--- src/rtl/spi_ovs_pkg.sv ---
package spi_ovs_pkg;

  // Strobes handed from the control to the datapath each cycle
  typedef struct packed {
    logic idle;     // slave-select inactive: park and preload
    logic sample;   // capture one MOSI bit
    logic shift;    // advance the transmit register
    logic lastBit;  // this capture completes the word
    logic loadTx;   // this shift edge starts a new word: load from txReg
  } spiStrobes_t;

endpackage

--- src/rtl/spiSyncStage.sv ---
module spiSyncStage #(
  parameter int STAGES = 2,
  parameter bit RESET_VAL = 1'b0
) (
  input  logic clk,
  input  logic rstN,
  input  logic d,
  output logic q
);

  logic [STAGES-1:0] pipe;

  always_ff @(posedge clk or negedge rstN) begin
    if (!rstN) pipe <= {STAGES{RESET_VAL}};
    else       pipe <= {pipe[STAGES-2:0], d};
  end

  assign q = pipe[STAGES-1];

endmodule

--- src/rtl/spiSlaveCtrl.sv ---
module spiSlaveCtrl
  import spi_ovs_pkg::*;
#(
  parameter int DATA_W = 8,
  parameter int SYNC_STAGES = 2
) (
  input  logic        clk,
  input  logic        rstN,
  input  logic        cpol,
  input  logic        cpha,
  input  logic        sckIn,
  input  logic        mosiIn,
  input  logic        ssN,
  output logic        mosiBit,
  output spiStrobes_t stb
);

  localparam int CNT_W = (DATA_W > 2) ? $clog2(DATA_W) : 1;
  localparam logic [CNT_W-1:0] LAST_IDX = CNT_W'(DATA_W - 1);

  logic sckS, ssS, sckQ;
  logic rise, fall, leadEdge, trailEdge, active, sampleE, shiftE;
  logic [CNT_W-1:0] bitCnt;

  // Three pins, same depth, so MOSI stays aligned to SCK
  spiSyncStage #(.STAGES(SYNC_STAGES), .RESET_VAL(1'b0)) uSyncSck (
    .clk(clk), .rstN(rstN), .d(sckIn), .q(sckS));
  spiSyncStage #(.STAGES(SYNC_STAGES), .RESET_VAL(1'b0)) uSyncMosi (
    .clk(clk), .rstN(rstN), .d(mosiIn), .q(mosiBit));
  spiSyncStage #(.STAGES(SYNC_STAGES), .RESET_VAL(1'b1)) uSyncSs (
    .clk(clk), .rstN(rstN), .d(ssN), .q(ssS));

  always_ff @(posedge clk or negedge rstN) begin
    if (!rstN) sckQ <= 1'b0;
    else       sckQ <= sckS;
  end

  assign rise      = sckS & ~sckQ;
  assign fall      = ~sckS & sckQ;
  assign leadEdge  = cpol ? fall : rise;
  assign trailEdge = cpol ? rise : fall;
  assign active    = ~ssS;
  assign sampleE   = active & (cpha ? trailEdge : leadEdge);
  assign shiftE    = active & (cpha ? leadEdge : trailEdge);

  always_ff @(posedge clk or negedge rstN) begin
    if (!rstN)          bitCnt <= '0;
    else if (!active)   bitCnt <= '0;
    else if (sampleE)   bitCnt <= (bitCnt == LAST_IDX) ? '0 : bitCnt + CNT_W'(1);
  end

  always_comb begin
    stb.idle    = ~active;
    stb.sample  = sampleE;
    stb.shift   = shiftE;
    stb.lastBit = sampleE & (bitCnt == LAST_IDX);
    stb.loadTx  = shiftE & (bitCnt == '0);
  end

  // a deselect always leaves the next word starting at its first bit
  assert_restart_R7: assert property (@(posedge clk) disable iff (!rstN)
    $rose(ssS) |=> !stb.lastBit && (bitCnt == '0));

  // capture and shift never happen in the same cycle
  assert_edges_apart_R3: assert property (@(posedge clk) disable iff (!rstN)
    !(stb.sample && stb.shift));

endmodule

--- src/rtl/spiSlaveData.sv ---
module spiSlaveData
  import spi_ovs_pkg::*;
#(
  parameter int DATA_W = 8
) (
  input  logic              clk,
  input  logic              rstN,
  input  spiStrobes_t       stb,
  input  logic              mosiBit,
  input  logic              irqEn,
  input  logic              txWrEn,
  input  logic [DATA_W-1:0] txWrData,
  input  logic              rxRdEn,
  output logic [DATA_W-1:0] rxData,
  output logic              doneFlag,
  output logic              overrunFlag,
  output logic              irq,
  output logic              misoBit
);

  logic [DATA_W-1:0] txReg, txShift, rxShift, rxHold, nextWord;

  assign nextWord = {rxShift[DATA_W-2:0], mosiBit};

  always_ff @(posedge clk or negedge rstN) begin
    if (!rstN)       txReg <= '0;
    else if (txWrEn) txReg <= txWrData;
  end

  always_ff @(posedge clk or negedge rstN) begin
    if (!rstN)           txShift <= '0;
    else if (stb.idle)   txShift <= txReg;
    else if (stb.loadTx) txShift <= txReg;
    else if (stb.shift)  txShift <= {txShift[DATA_W-2:0], 1'b0};
  end

  always_ff @(posedge clk or negedge rstN) begin
    if (!rstN)           rxShift <= '0;
    else if (stb.sample) rxShift <= nextWord;
  end

  always_ff @(posedge clk or negedge rstN) begin
    if (!rstN) begin
      rxHold      <= '0;
      doneFlag    <= 1'b0;
      overrunFlag <= 1'b0;
    end else if (stb.lastBit) begin
      rxHold      <= nextWord;
      doneFlag    <= 1'b1;
      overrunFlag <= (overrunFlag | doneFlag) & ~rxRdEn;
    end else if (rxRdEn) begin
      doneFlag    <= 1'b0;
      overrunFlag <= 1'b0;
    end
  end

  assign rxData  = rxHold;
  assign irq     = doneFlag & irqEn;
  assign misoBit = txShift[DATA_W-1];

  // a completing capture always leaves the flag set
  assert_done_set_R4: assert property (@(posedge clk) disable iff (!rstN)
    stb.lastBit |=> doneFlag);

  // an unread word overtaken by a new one raises overrun
  assert_ovr_set_R6: assert property (@(posedge clk) disable iff (!rstN)
    (stb.lastBit && doneFlag && !rxRdEn) |=> overrunFlag);

  // overrun is sticky until read
  assert_ovr_sticky_R6: assert property (@(posedge clk) disable iff (!rstN)
    (overrunFlag && !rxRdEn) |=> overrunFlag);

  // the received word moves only on completion
  assert_hold_stable_R6: assert property (@(posedge clk) disable iff (!rstN)
    !stb.lastBit |=> $stable(rxData));

endmodule

--- src/rtl/spiSlaveOvs.sv ---
module spiSlaveOvs
  import spi_ovs_pkg::*;
#(
  parameter int DATA_W = 8,
  parameter int SYNC_STAGES = 2
) (
  input  logic              clk,
  input  logic              rstN,
  input  logic              cpol,
  input  logic              cpha,
  input  logic              irqEn,
  input  logic              txWrEn,
  input  logic [DATA_W-1:0] txWrData,
  input  logic              rxRdEn,
  output logic [DATA_W-1:0] rxData,
  output logic              doneFlag,
  output logic              overrunFlag,
  output logic              irq,
  input  logic              sckIn,
  input  logic              mosiIn,
  input  logic              ssN,
  output logic              misoOut,
  output logic              misoOe
);

  spiStrobes_t stb;
  logic        mosiBit;

  spiSlaveCtrl #(.DATA_W(DATA_W), .SYNC_STAGES(SYNC_STAGES)) uCtrl (
    .clk(clk), .rstN(rstN), .cpol(cpol), .cpha(cpha),
    .sckIn(sckIn), .mosiIn(mosiIn), .ssN(ssN),
    .mosiBit(mosiBit), .stb(stb));

  spiSlaveData #(.DATA_W(DATA_W)) uData (
    .clk(clk), .rstN(rstN), .stb(stb), .mosiBit(mosiBit), .irqEn(irqEn),
    .txWrEn(txWrEn), .txWrData(txWrData), .rxRdEn(rxRdEn),
    .rxData(rxData), .doneFlag(doneFlag), .overrunFlag(overrunFlag),
    .irq(irq), .misoBit(misoOut));

  assign misoOe = ~stb.idle;

  // the pad enable follows the select pin after the synchronizer delay
  assert_oe_follow_R9: assert property (@(posedge clk) disable iff (!rstN)
    ($past(rstN, 1) && $past(rstN, 2) && SYNC_STAGES == 2) |-> (misoOe == !$past(ssN, 2)));

endmodule

--- config.mk ---
export PLATFORM = sky130hd
export DESIGN_NAME = spiSlaveOvs
export DESIGN_NICKNAME = d
export VERILOG_FILES = /design/src/rtl/spi_ovs_pkg.sv /design/src/rtl/spiSyncStage.sv /design/src/rtl/spiSlaveCtrl.sv /design/src/rtl/spiSlaveData.sv /design/src/rtl/spiSlaveOvs.sv
export SDC_FILE = /design/constraint.sdc
export NUM_CORES = 1
export LEC_CHECK = 0
export BUFFER_PORTS_ARGS = -buffer_cell sky130_fd_sc_hd__buf_2
export CELL_PAD_IN_SITES_DETAIL_PLACEMENT = 0
export CELL_PAD_IN_SITES_GLOBAL_PLACEMENT = 1
export CORE_MARGIN = 5
export CORE_UTILIZATION = 48
export DETAILED_ROUTE_END_ITERATION = 6
export PLACE_DENSITY = 0.91
export SYNTH_ARGS = -nofsm -noshare
export SYNTH_HDL_FRONTEND = slang
export SYNTH_SLANG_ARGS = --single-unit
--- constraint.sdc ---
create_clock -name clk -period 2.85 [get_ports clk]
set_input_delay 0.1425 -clock clk [delete_from_list [all_inputs] [get_ports clk]]
set_output_delay 0.1425 -clock clk [all_outputs]
set_load 0.01 [all_outputs]
Word level (Yosys, flattened, before mapping)
Cells that the tools add are included.
Widths: inputs -> output; s select.
{"block": "word_totals", "reg_bits": 43, "inputBits": 18, "output_inout_bits": 13, "word_cells": 43}
{"block": "classes", "add_sub_neg": 1, "n_eq_ne": 1, "n_mux": 13, "bitwise": 13, "reduce_logical": 4}
{"operator": "$mux 8", "count": 3}
{"operator": "$mux 3", "count": 3}
{"operator": "$and 1x1->1", "count": 8}
{"operator": "$mux 1", "count": 7}
{"operator": "$not 1->1", "count": 4}
{"operator": "$reduce_bool 2->1", "count": 2}
{"operator": "$add 3x1->3 const B", "count": 1}
{"operator": "$eq 3x3->1 const B", "count": 1}
{"operator": "$logic_not 3->1", "count": 1}
{"operator": "$reduce_bool 3->1", "count": 1}
{"operator": "$or 1x1->1", "count": 1}

Logic depth before layout (Yosys ltp)
{"block": "depth", "ltp_word": 8, "depth_mapped": 5, "ltp_nobuf": 5}

By module
Synthesis repeated with hierarchy kept, for this count alone.
{"block": "hier_totals", "cells_unflattened": 130, "hier_area_um2": 1820.5}
{"mod": "spiSlaveData", "instances": 1, "cells_per_inst": 91, "area_each_um2": 1335.0, "seq_area_each_um2": 825.8}
{"mod": "spiSlaveCtrl", "instances": 1, "cells_per_inst": 32, "area_each_um2": 329.1, "seq_area_each_um2": 100.1}
{"mod": "spiSyncStage (uCtrl.uSyncMosi ...)", "instances": 2, "cells_per_inst": 2, "area_each_um2": 50.0, "seq_area_each_um2": 50.0}
{"mod": "spiSyncStage (uCtrl.uSyncSs)", "instances": 1, "cells_per_inst": 2, "area_each_um2": 52.6, "seq_area_each_um2": 52.6}
{"mod": "spiSlaveOvs", "instances": 1, "cells_per_inst": 1, "area_each_um2": 3.8, "seq_area_each_um2": 0.0}

Worst setup path before layout
OpenSTA, ideal clock, no wires.
{"block": "synth_timing", "kind": "register to register", "startpoint": "register uCtrl.bitCnt[0]", "endpoint": "register uData.txShift[1]", "setup_ns": 0.125, "arrival_ns": 1.667, "required_ns": 2.725, "path_slack_ns": 1.058, "path_stages_with_launch": 6, "path_buffers": 0, "period_less_slack_ns": 1.792, "cell_sequence": "dfrtp_1 > inv_1 > ha_1 > a21oi_1 > mux2_2 > mux2_2"}
{"block": "synth_via", "elab_chain_len": 4, "word_cells_on_any_way": 5, "cone_classes": "mux (2); bitwise (1); reduce/logical (2)"}
{"item": "start: declaration", "line": "spiSlaveCtrl.sv:23", "text": "logic [CNT_W-1:0] bitCnt;"}
{"item": "start signal: assignment", "line": "spiSlaveCtrl.sv:49", "text": "else if (sampleE) bitCnt <= (bitCnt == LAST_IDX) ? '0 : bitCnt + CNT_W'(1);"}
{"item": "$logic_not 3->1 (*)", "line": "spiSlaveCtrl.sv:57", "text": "stb.loadTx = shiftE & (bitCnt == '0);"}
{"item": "$and 1x1->1 (*)", "line": "spiSlaveCtrl.sv:57"}
{"item": "$mux 8", "line": "spiSlaveData.sv:33", "text": "else if (stb.loadTx) txShift <= txReg;"}
{"item": "$mux 8", "line": "spiSlaveData.sv:32", "text": "else if (stb.idle) txShift <= txReg;"}
{"item": "end signal: assignment", "line": "spiSlaveData.sv:32"}
{"item": "end signal: assignment", "line": "spiSlaveData.sv:33"}
{"item": "end signal: assignment", "line": "spiSlaveData.sv:34", "text": "else if (stb.shift) txShift <= {txShift[DATA_W-2:0], 1'b0};"}
{"item": "end: declaration", "line": "spiSlaveData.sv:21", "text": "logic [DATA_W-1:0] txReg, txShift, rxShift, rxHold, nextWord;"}
Mark *: on every way between the ends. The rest lies on a longest branch, timed or not.
A chain may end at the register's enable or synchronous reset.

Final worst setup path
{"block": "layout_timing", "startpoint": "register uCtrl.bitCnt[0]", "endpoint": "register uData.txShift[5]"}
Same word-level chain as after synthesis.

==> metrics.txt <==
WP data required=slightly above 3000 ps; routed wire length=2756 µm; clock sinks=43; DRT iter0 DRCs=20; reg-to-reg setup timing slack=roughly 820 ps; syn_nets=134; io pins=31; Detail Route Antenna Nets=0; RePlAce Congestion=0.6997; Unique masters post-synth=26; root buffer cell=clkbuf_4; Area Growth Syn to Fin=18.52%; PD cells=600.5 nW/µm²; port bufs=30; sequential area share after synthesis=61.88%; Clock Tree Buf Depth=2; worst hold path type=primary input to flip-flop; combinational share of power=14.1%; Layout Skew=8.842 ps; ANT cells=0; Core Rows=21; first-pass GRT wire length=5085 µm; largest net degree at the start of global routing=44; RSZ-0062 raised after global routing=false; dpl hpwl=2039 µm; top cells by count, synth=dfrtp_1 (41), mux2_2 (38), inv_1 (4); Critical Path Source Type=flip-flop; initial antenna violation count=0; via count=around 1000; status=completed; fin crit period=2034 ps; Power, Total=about 1.2 mW; DRC=0; ys flop type=dfrtp_1; maximum vdd drop=0.0004162 V; R2R Path End=uData.txShift[5]$_DFFE_PN0P_; worst skew pair latency=330 ps; Slew Viols, Final=0; clock transition at the registers of the reported paths=approximately 120 ps; worst slew pin tran=891.9 ps; Syn Area/Cell=15.42 µm²; Area contributors post-synth=dfrtp_1 (59%), mux2_2 (25%), dfstp_2 (3.0%); cells after synthesis=113; placeable core area=3416 µm²; number of synthesized flops with an enable pin=0; 1st-pass router iterations=5; Finished Layout Cells=201; final hold violation count=0; grt total ovfl=0; setup TNS=0 ps; layout cells sized above 1=a little over half; R2R depth=5; number of global-route vias before repair=1133; critical hold path startpoint=txWrData[1]; Layout fillers=276; Synth area leader=dfrtp_1; via/cell ratio=roughly 4.9; # H-tree levels=2; Sw Ratio=23.56%; post-place setup slack=817.4 ps; Slew headroom=40.54%; worst-path maximum fanout=8; R2R Path Start=uCtrl.bitCnt[0]$_DFFE_PN0P_; starting density of the core=about half; CTS tree=built; most common cell in the netlist=dfrtp_1; Synth Register Bits=43; max-cap violation count=0; crit path capture type=flip-flop; Clk pwr share=between 20 and 30%; critical path class=flip-flop to flip-flop; Post-Syn Area=1743 µm²; Die H=about 70 µm; asr flop ratio synth=100.0%; chip width=70.26 µm; Die ar.=between 4000 and 5000 µm²; P_sw=292.2 µW; hold path endpoint=uData.txReg[1]$_DFFE_PN0P_; number of CTS-inserted buffers=5; cell leakage power=0.9826 nW; drt wl/cell=13.71 µm; all-layer global routing usage=12.79%; top cell type's share of synthesized area=58.87%; final worst-path cycle share=71.37%; dpl cells=188; Worst Hold Path Cells=2; Int Pwr=948.2 µW; sequential power share=60.1%; worst setup margin=815.9 ps; final setup fails=0; FMAX=491.6 MHz; fin nets=roughly 180; crit path DAT=2260 ps; Warnings, synthesis=0
stage by stage:
stage               hold slack, ps  area, µm²  util, %
finish                       37.21       2066    60.48
global route                 9.547       2066    60.48
CTS                          13.76       2066    60.48
detailed placement           249.5       1947    57.00
global placement             248.3       1947    57.00
floorplan                   -153.1       1743        -
flip-flops by register name, summed over array words and instances (netlist names):
name	count
uCtrl.bitCnt	3
uCtrl.sckQ	1
uCtrl.uSyncMosi.pipe	2
uCtrl.uSyncSck.pipe	2
uCtrl.uSyncSs.pipe	2
uData.doneFlag	1
uData.overrunFlag	1
uData.rxData	8
uData.rxShift	7
uData.txReg	8
uData.txShift	8
kinds of logic (layout without fill, tap and decap cells):
kind of cell    after synthesis  after routing  synth area share (%)
compound gates                6              6                 2.297
xor+xnor                      1              1                0.9335
fa+ha+maj                     3              3                 2.154
buf+inv                       6             48                 1.292
flops                        43             43                 61.88
mux                          40             40                 26.42
simple gates                 14             14                 5.026
cells in the final DEF (no fill, tap or decap):
| cell | n |
|---|---|
| nand2b_1 | 2 |
| nand3_1 | 1 |
| nor2_1 | 2 |
| o21ai_2 | 1 |
| nand3_4 | 1 |
| a41oi_1 | 1 |
| buf_2 | 30 |
| or2_2 | 1 |
| nor2b_1 | 1 |
| nor3_1 | 1 |
| dlygate4sd3_1 | 5 |
| clkbuf_8 | 2 |
| mux2_2 | 38 |
| dfrtp_1 | 41 |
| xor2_2 | 1 |
| clkinv_1 | 1 |
| nand2_2 | 1 |
| o31ai_1 | 1 |
| nand3b_1 | 1 |
| clkbuf_1 | 1 |
| ha_1 | 3 |
| o21ai_0 | 1 |
| a21oi_1 | 2 |
| nand2_1 | 2 |
| mux2i_1 | 1 |
| clkbuf_4 | 5 |
| mux2i_4 | 1 |
| dfstp_2 | 2 |
| and2_1 | 1 |
| inv_1 | 4 |
routing by layer:
layer	part of all wire [%]	GRT usage (%)	vias to the layer above
li1	-	-	477
met4	0.98	5.745	0
met5	0	0	-
met3	4.6	3.587	4
met2	51	21.73	23
met1	43	14.93	481
timing repair:
action | in CTS | in global routing
hold buffers | 5 | 0
hold endpoints to repair | 46 | 0
resized for setup | 0 | 0
setup buffers | 0 | 0
power by group through the flow:
stage / Clock (mW) / Combinational [mW] / Sequential (mW)
floorplan: 0 / 0.126 / 0.743
global placement: 0 / 0.161 / 0.755
detailed placement: 0 / 0.173 / 0.760
CTS: 0.335 / 0.179 / 0.747
global route: 0.363 / 0.193 / 0.759
finish: 0.319 / 0.175 / 0.746
how the worst max path moves through the flow:
stage / slack, ps / end / start
6_report: 820 / uData.txShift[5]$_DFFE_PN0P_ / uCtrl.bitCnt[0]$_DFFE_PN0P_
5_1_grt: 720 / uData.txShift[7]$_DFFE_PN0P_ / uCtrl.bitCnt[0]$_DFFE_PN0P_
4_1_cts: 810 / uData.txShift[5]$_DFFE_PN0P_ / uCtrl.bitCnt[0]$_DFFE_PN0P_
3_5_place_dp: 820 / uData.txShift[5]$_DFFE_PN0P_ / uCtrl.bitCnt[0]$_DFFE_PN0P_
3_3_place_gp: 920 / uData.txShift[5]$_DFFE_PN0P_ / uCtrl.bitCnt[0]$_DFFE_PN0P_
2_1_floorplan: 1060 / uData.txShift[1]$_DFFE_PN0P_ / uCtrl.bitCnt[0]$_DFFE_PN0P_
critical path, stage by stage, from the launching register on:
cell	delay [ps]
dfrtp_1	400
inv_1	70
ha_1	190
a21oi_1	590
mux2_2	420
mux2_2	260
layout make-up:
cell class | instances | area [µm²] | area share (%)
clock buffers | 8 | 68.82 | 3.331
flip-flops and latches | 43 | 1079 | 52.21
multi-input cells | 64 | 641.9 | 31.07
well taps | 46 | 57.56 | 2.786
repair buffers | 35 | 200.2 | 9.691
inverters | 5 | 18.77 | 0.9085
No activity file was read; power rests on OpenSTA's default activity.
